[src/rtl/intsel_pkg.sv]
package intsel_pkg;
    localparam int NSRC   = 12;
    localparam int CODE_W = $clog2(NSRC);

    typedef enum logic [CODE_W-1:0] {
        SRC_RESET = 4'd0, SRC_MCHK = 4'd1, SRC_CRIT = 4'd2, SRC_WDOG = 4'd3,
        SRC_CDBL = 4'd4, SRC_FIT = 4'd5, SRC_PIT = 4'd6, SRC_DEC = 4'd7,
        SRC_EXT = 4'd8, SRC_DBL = 4'd9, SRC_PERF = 4'd10, SRC_THERM = 4'd11
    } src_e;

    typedef enum logic [1:0] {ST_IDLE, ST_ARMED, ST_FIRE} sel_state_e;

    // Gating classes
    localparam logic [NSRC-1:0] UNMASKED  = NSRC'(12'b0000_0000_0011);
    localparam logic [NSRC-1:0] CE_GATED  = NSRC'(12'b0000_0000_0100);
    localparam logic [NSRC-1:0] EE_GATED  = NSRC'(12'b1111_1111_1000);
    // Clear-on-take classes
    localparam logic [NSRC-1:0] STICKY    = NSRC'(12'b0001_0000_0100);
    localparam logic [NSRC-1:0] CFG_CLEAR = NSRC'(12'b0000_1000_0000);
endpackage

[src/rtl/intsel_pend.sv]
module intsel_pend
    import intsel_pkg::*;
(
    input  logic            clk,
    input  logic            rst_n,
    input  logic [NSRC-1:0] set_i,
    input  logic [NSRC-1:0] drop_i,
    input  logic [NSRC-1:0] take_clr_i,
    output logic [NSRC-1:0] pend_o,
    output logic [NSRC-1:0] pend_nxt_o
);
    for (genvar i = 0; i < NSRC; i++) begin : g_bit
        logic bit_q;
        logic bit_d;

        assign bit_d = set_i[i] | (bit_q & ~(take_clr_i[i] | drop_i[i]));

        always_ff @(posedge clk) begin
            if (!rst_n) bit_q <= 1'b0;
            else        bit_q <= bit_d;
        end

        assign pend_o[i]     = bit_q;
        assign pend_nxt_o[i] = bit_d;

        // a set pulse always survives a same-cycle clear
        assert_set_wins_R11: assert property (@(posedge clk) disable iff (!rst_n)
            ($past(rst_n) && $past(set_i[i])) |-> bit_q);
    end
endmodule

[src/rtl/intsel_pick.sv]
module intsel_pick
    import intsel_pkg::*;
(
    input  logic [NSRC-1:0]   pend_i,
    input  logic              crit_en,
    input  logic              ext_en,
    input  logic              dec_clr_cfg,
    output logic              any_o,
    output logic [CODE_W-1:0] code_o,
    output logic [NSRC-1:0]   clr_mask_o
);
    logic [NSRC-1:0] allow;
    logic [NSRC-1:0] elig;
    logic [NSRC-1:0] win;
    logic [NSRC-1:0] clearable;

    assign allow = UNMASKED | (crit_en ? CE_GATED : '0) | (ext_en ? EE_GATED : '0);
    assign elig  = pend_i & allow;
    assign any_o = |elig;
    assign clearable = ~STICKY & (dec_clr_cfg ? '1 : ~CFG_CLEAR);

    // Lowest index has highest priority
    always_comb begin
        win    = '0;
        code_o = '0;
        for (int i = NSRC - 1; i >= 0; i--) begin
            if (elig[i]) begin
                win    = '0;
                win[i] = 1'b1;
                code_o = CODE_W'(i);
            end
        end
    end

    assign clr_mask_o = win & clearable;
endmodule

[src/rtl/irq_select.sv]
module irq_select
    import intsel_pkg::*;
(
    input  logic        clk,
    input  logic        rst_n,
    input  logic [11:0] src_set,
    input  logic [11:0] src_drop,
    input  logic        crit_en,
    input  logic        ext_en,
    input  logic        dec_clr_cfg,
    input  logic        accept,
    output logic        take,
    output logic [3:0]  take_code,
    output logic        irq_req
);
    sel_state_e        state_q, state_d;
    logic [NSRC-1:0]   pend_q, pend_d, clr_mask, take_clr;
    logic              any_elig, decide;
    logic [CODE_W-1:0] pick_code, code_q;

    intsel_pend u_pend (
        .clk(clk), .rst_n(rst_n), .set_i(src_set), .drop_i(src_drop),
        .take_clr_i(take_clr), .pend_o(pend_q), .pend_nxt_o(pend_d)
    );

    intsel_pick u_pick (
        .pend_i(pend_q), .crit_en(crit_en), .ext_en(ext_en),
        .dec_clr_cfg(dec_clr_cfg), .any_o(any_elig), .code_o(pick_code),
        .clr_mask_o(clr_mask)
    );

    assign decide   = (state_q != ST_FIRE) && accept && any_elig;
    assign take_clr = decide ? clr_mask : '0;

    always_comb begin
        state_d = state_q;
        unique case (state_q)
            ST_IDLE, ST_ARMED: begin
                if (decide)       state_d = ST_FIRE;
                else if (|pend_d) state_d = ST_ARMED;
                else              state_d = ST_IDLE;
            end
            ST_FIRE: state_d = (|pend_d) ? ST_ARMED : ST_IDLE;
            default: state_d = ST_IDLE;
        endcase
    end

    always_ff @(posedge clk) begin
        if (!rst_n) state_q <= ST_IDLE;
        else        state_q <= state_d;
    end

    always_ff @(posedge clk) begin
        if (!rst_n)      code_q <= '0;
        else if (decide) code_q <= pick_code;
    end

    assign take      = (state_q == ST_FIRE);
    assign take_code = code_q;
    assign irq_req   = |pend_q;

    assert_single_take_R9: assert property (@(posedge clk) disable iff (!rst_n)
        take |=> !take);
    assert_accept_R12: assert property (@(posedge clk) disable iff (!rst_n)
        take |-> $past(accept));
    assert_crit_gate_R5: assert property (@(posedge clk) disable iff (!rst_n)
        (take && take_code == SRC_CRIT) |-> $past(crit_en));
    assert_crit_sticky_R5: assert property (@(posedge clk) disable iff (!rst_n)
        (take && take_code == SRC_CRIT && !$past(src_drop[SRC_CRIT])) |-> pend_q[SRC_CRIT]);
    assert_ee_gate_R6: assert property (@(posedge clk) disable iff (!rst_n)
        (take && take_code >= SRC_WDOG) |-> $past(ext_en));
    assert_reset_clear_R4: assert property (@(posedge clk) disable iff (!rst_n)
        (take && take_code == SRC_RESET && !$past(src_set[SRC_RESET])) |-> !pend_q[SRC_RESET]);
endmodule

[config.mk]
export PLATFORM = sky130hd
export DESIGN_NAME = irq_select
export DESIGN_NICKNAME = d
export VERILOG_FILES = /design/src/rtl/intsel_pkg.sv /design/src/rtl/intsel_pend.sv /design/src/rtl/intsel_pick.sv /design/src/rtl/irq_select.sv
export SDC_FILE = /design/constraint.sdc
export NUM_CORES = 1
export LEC_CHECK = 0
export ABC_AREA = 1
export BUFFER_PORTS_ARGS = -buffer_cell sky130_fd_sc_hd__buf_2
export CAP_MARGIN = 25
export CORE_MARGIN = 2
export CORE_UTILIZATION = 35
export DETAILED_ROUTE_END_ITERATION = 12
export PLACE_DENSITY = 0.65
export SYNTH_ARGS = -nofsm -noshare
export SYNTH_HDL_FRONTEND = slang
export SYNTH_SLANG_ARGS = --single-unit
[constraint.sdc]
create_clock -name clk -period 1.9 [get_ports clk]
set_input_delay 0.19 -clock clk [delete_from_list [all_inputs] [get_ports clk]]
set_output_delay 0.19 -clock clk [all_outputs]
set_load 0.02 [all_outputs]
* Word-level counts from Yosys, hierarchy flattened
Index checks and enable logic that the tools add are counted.
** Storage, ports and cells
- Word-level logic and storage cells :: 106
- Input bits :: 30
- Register bits after elaboration :: 18
** Operators by class
- Bitwise operators :: 51
- Reductions and logical operators :: 7
- Eq/ne operators :: 3
- Multiplexer cells :: 31
** Operator list (count)
- two-way mux 12 bit :: 14
- two-way mux 4 bit :: 12
- OR reduction 12 bit :: 3
- AND 12 bit :: 2
- bitwise OR 1 bit :: 24
- AND 1 bit :: 12
- inverter 1 bit :: 12
- bitwise OR 12 bit :: 1
- two-way mux 8 bit :: 1
- one-hot mux 2 bit (2 select lines) :: 1
- two-way mux 3 bit :: 1
- == test 2 x 1 -> 1 bit, second input constant :: 1
- == test 2 bit, second input constant :: 1
- logical AND 1 bit :: 2
- logical NOT 2 bit :: 1
- two-way mux 2 bit :: 1
- inequality test 2 bit, second input constant :: 1
- OR reduction 2 bit :: 1
- two-way mux 1 bit :: 1

* Longest topological paths before layout
- Depth in word-level cells :: 25
- Mapped depth :: 12
- Mapped depth without buffers :: 11

* Hierarchy
A second synthesis with hierarchy kept.
** Unflattened totals
- Cell total of the unflattened synthesis :: 235
- Area total of the unflattened synthesis :: 1497.7 um^2
** By module, submodules not included
- intsel_pend :: area an instance 713.2 um^2, sequential area each 240.2 um^2, instances 1, cells an instance 98
- irq_select :: area an instance 444.2 um^2, sequential area each 120.1 um^2, instances 1, cells an instance 75
- intsel_pick :: area an instance 340.3 um^2, sequential area each 0.0 um^2, instances 1, cells an instance 62

* Least setup slack after synthesis
No wires, ideal clock.
- Kind :: register -> register
- From :: reg state_q[0]
- To :: reg state_q[0]
- Buffers on the path :: 0
- Period minus slack after synthesis :: 1356 ps
- Required time :: 1791 ps
- Setup slack :: 544 ps
- Library setup time :: 109 ps
- Stages on the path, launching flop included :: 12
- Arrival :: 1247 ps
- Path through :: dfxtp_1 inv_1 nand2_1 nand2_1 inv_1 nand3_1 a21oi_1 nand3_1 nor2_1 nand3_1 nand2_1 inv_1
** On the way
- Word-level cells in the longest chain between the ends :: 12
** RTL lines
- start: declaration :: RTL line irq_select.sv:16 : sel_state_e state_q, state_d;
- start signal: assignment :: RTL line irq_select.sv:50 : else state_q <= state_d;
- inequality test 2 bit :: RTL line irq_select.sv:32 : assign decide = (state_q != ST_FIRE) && accept && any_elig;
- logical AND 1 bit (2 in a row) :: RTL line irq_select.sv:32
- two-way mux 12 bit :: RTL line irq_select.sv:33 : assign take_clr = decide ? clr_mask : '0;
- bitwise OR 1 bit :: RTL line intsel_pend.sv:16 : assign bit_d = set_i[i] | (bit_q & ~(take_clr_i[i] | drop_i[i]));
- inverter 1 bit :: RTL line intsel_pend.sv:16
- AND 1 bit :: RTL line intsel_pend.sv:16
- bitwise OR 1 bit :: RTL line intsel_pend.sv:16
- OR reduction 12 bit :: RTL line irq_select.sv:40, irq_select.sv:43
- two-way mux 1 bit :: RTL line irq_select.sv:40, irq_select.sv:43
- two-way mux 2 bit :: RTL line irq_select.sv:39 : if (decide) state_d = ST_FIRE;
- one-hot mux 2 bit (2 select lines) * :: RTL line irq_select.sv:37 : unique case (state_q)
Every way passes the cells marked *; elsewhere a longest branch is shown, timed or not.
A chain may end at the register's enable or synchronous reset.

* Worst setup path in the final report
Ends and elaborated chain as after synthesis.

==> impl_results.md <==
* Synth area leader: dfxtp_1
* Final Hold Viols at 0
* Largest net degree at the start of global routing at 15
* Clock Path Buffers at 2
* CTS buffer count at 3
* Ranking of synthesized cells by area: dfxtp_1 32%, nand2_1 11%, nor2_1 10%, inv_1 9.7%, nand3_1 8.0%
* Outcome: finished clean
* Hold WS at 0.1164 ns
* Hold EP: u_pend.g_bit[2].bit_q
* RSZ-0062 raised after global routing: no
* Crit. End Element: flip-flop
* Port Buffers at 35
* First-pass GRT wire length at 4340 um
* Die footprint at 0.003668 mm^2
* Reg2Reg Setup Slack at 0.22 ns
* WL/cell at 10.56 um
* CP max FO at 4
* CTS sink cnt at 18
* Synthesized cell area at 0.001120 mm^2
* Detailed-route DRC error count at 0
* PD cells at 613.9 mW/mm^2
* Skew-Pair Late Insertion Delay at 0.29 ns
* M3 GR Usage at 2.559%
* Drt initial violations at 39
* Tightest Pin Transition at 0.3319 ns
* GPL Wtd Cong at 0.8814
* Post-route cell area at 0.001365 mm^2
* Reg2reg path depth at 11
* Rel. slew slack at 77.74%
* Reg-to-reg startpoint: state_q[0]
* Syn Inst Count at 175
* Die H at 60.57 um
* Reg2reg end: state_q[0]
* Starting density of the core at 36.68%
* HP Start: src_set[2]
* Non-filler cells, final at 256
* Vias in the first global route at 1008
* Routed wire length at 2704 um
* Hold path depth at 3
* # diodes at 0
* Final setup TNS at 0 ns
* F_max at 593.6 MHz
* P&R area growth vs syn at 21.90%
* YS warnings at 0
* Tot GR Track Use at 16.21%
* MaxCap Viol Count at 0
* CTS Hold Buffers Added at 0
* CTS clk-pin slew, worst paths at 0.10 ns
* Worst vdd ir at 262.1 uV
* Die Span X at 60.57 um
* Distinct cell type count after synthesis at 23
* Inst Count DP at 253
* Slew Viols, Final at 0
* Met2 usage at 24.27%
* Layout cells sized above 1 at 25.94%
* CP arrival at 1.89 ns
* #FFs+latches synth at 18
* H-tree depth at 1
* # IOs at 36
* Sequential-to-total area share from yosys stat at 32.18%
* CTS tree: yes
* Skew final at 0.006020 ns
* DR pass1 iterations at 4
* Post-synth EDFFs at 0
* Critical Path Start Type: flip-flop
* Site row count at 20
* Async S/R FF share, synth at 0%
* Mapped Nets at 205
* Final antenna-violating net count at 0
* Core ar. at 0.003053 mm^2
* Worst hold path type: in -> reg
* Storage element area at 360.3 um^2
* Critical Path RT at 2.10 ns
* Yosys top cell area share at 32.18%
* Total chip power at 0.8380 mW
* FILL cells at 346
* Mean Syn Cell Area at 6.399 um^2
* GRT busiest layer: met2
* Nets@finish at 244
* Met1 usage at 23.25%
* Vias at 1162
* Area of the multi-input gates at 631.9 um^2
* Most used DFF post-synth: dfxtp_1
* Total grt overflow at 0
* Root buffer cell: clkbuf_4
* Setup Fix Bufs, Post-CTS at 0
* Fin crit share at 88.66%
* Cts repair resizes at 0
* Post-DP HPWL at 2261 um
* # setup viols final at 0
* Setup CP Type: reg -> reg
* Min Tclk post-route at 1.685 ns
* Placed instance area at 0.001343 mm^2
* Static leakage at 0.7140 nW
* Via density at 4.539
* Initial antenna violation count at 0
## layout make-up
type	count	area share, %
clock buffers	3	1.650
inverters	30	8.249
multi-input cells	125	46.29
flip-flops and latches	18	26.40
well taps	44	4.033
repair buffers	36	13.38
## critical path: stages (launching register included)
cell     delay (ns)
dfxtp_1        0.34
inv_1          0.04
nand2_1        0.10
nand2_1        0.14
inv_1          0.17
nand3_1        0.13
a21oi_1        0.22
nand3_1        0.11
nor2_1         0.15
nand3_1        0.09
nand2_1        0.06
inv_1          0.03
## sequential cells by signal, summed over array words and instances, names as in the netlist
| signal | flops |
|---|---|
| state_q | 2 |
| u_pend.g_bit.bit_q | 12 |
| take_code | 4 |
## layout by cell type, fill, tap and decap left out
| cell | synthesis | final |
|---|---|---|
| nand3_4 | 1 | 1 |
| o21bai_1 | 1 | 1 |
| nor4_1 | 1 | 1 |
| a21oi_1 | 16 | 16 |
| inv_1 | 29 | 29 |
| nand2_4 | 3 | 3 |
| nor2_1 | 31 | 31 |
| or2_1 | 1 | 1 |
| buf_4 | 0 | 1 |
| nor3_1 | 2 | 2 |
| nor2_4 | 4 | 4 |
| clkbuf_4 | 0 | 3 |
| a21oi_2 | 1 | 1 |
| nand3_1 | 18 | 18 |
| o21ai_0 | 3 | 3 |
| nor2_2 | 1 | 1 |
| nand2_1 | 32 | 32 |
| nand2_2 | 5 | 5 |
| dfxtp_1 | 18 | 18 |
| nand4_1 | 2 | 2 |
| clkinv_1 | 1 | 1 |
| buf_2 | 0 | 35 |
| nand3_2 | 1 | 1 |
| nand3b_1 | 2 | 2 |
## kinds of logic (layout without fill, tap and decap cells)
logic type	after synthesis	count (layout)	synth area share (%)
compound gates	21	21	9.944
buf+inv	32	69	11.40
simple gates	104	104	46.48
flops	18	18	32.18
## metrics by stage
step	worst slack, ns	util [%]
after floorplan	0.5444	-
after global placement	0.2423	43.98
after detailed placement	0.2115	43.98
after CTS	0.2068	44.71
after global routing	0.05486	44.71
final	0.2154	44.71
## power breakdown
group          internal [mW]  total, mW  switching (mW)
clock network         0.0736      0.185           0.111
logic                 0.0875      0.226           0.138
registers              0.404      0.427          0.0234
## cell usage after synthesis, drive strengths merged (2+ instances only)
cell type,instances
nand3b,2
nand3,20
nor2,36
a21oi,17
nand2,40
inv,29
nor3,2
nand4,2
o21ai,3
dfxtp,18
## layer usage
metal | routed length [um] | vias to the layer above
li1 | - | 625
met1 | 1322 | 501
met2 | 1214 | 32
met3 | 132 | 4
met4 | 34 | 0
met5 | 0 | -
## worst max path at each step
stage                     startpoint          to  slack, ns
after global routing      state_q[0]  state_q[0]       0.05
final                     state_q[0]  state_q[0]       0.22
after floorplan           state_q[0]  state_q[0]       0.54
after CTS                 state_q[0]  state_q[0]       0.21
after global placement    state_q[0]  state_q[0]       0.24
after detailed placement      ext_en  state_q[0]       0.21
No activity file was read; power rests on OpenSTA's default activity.
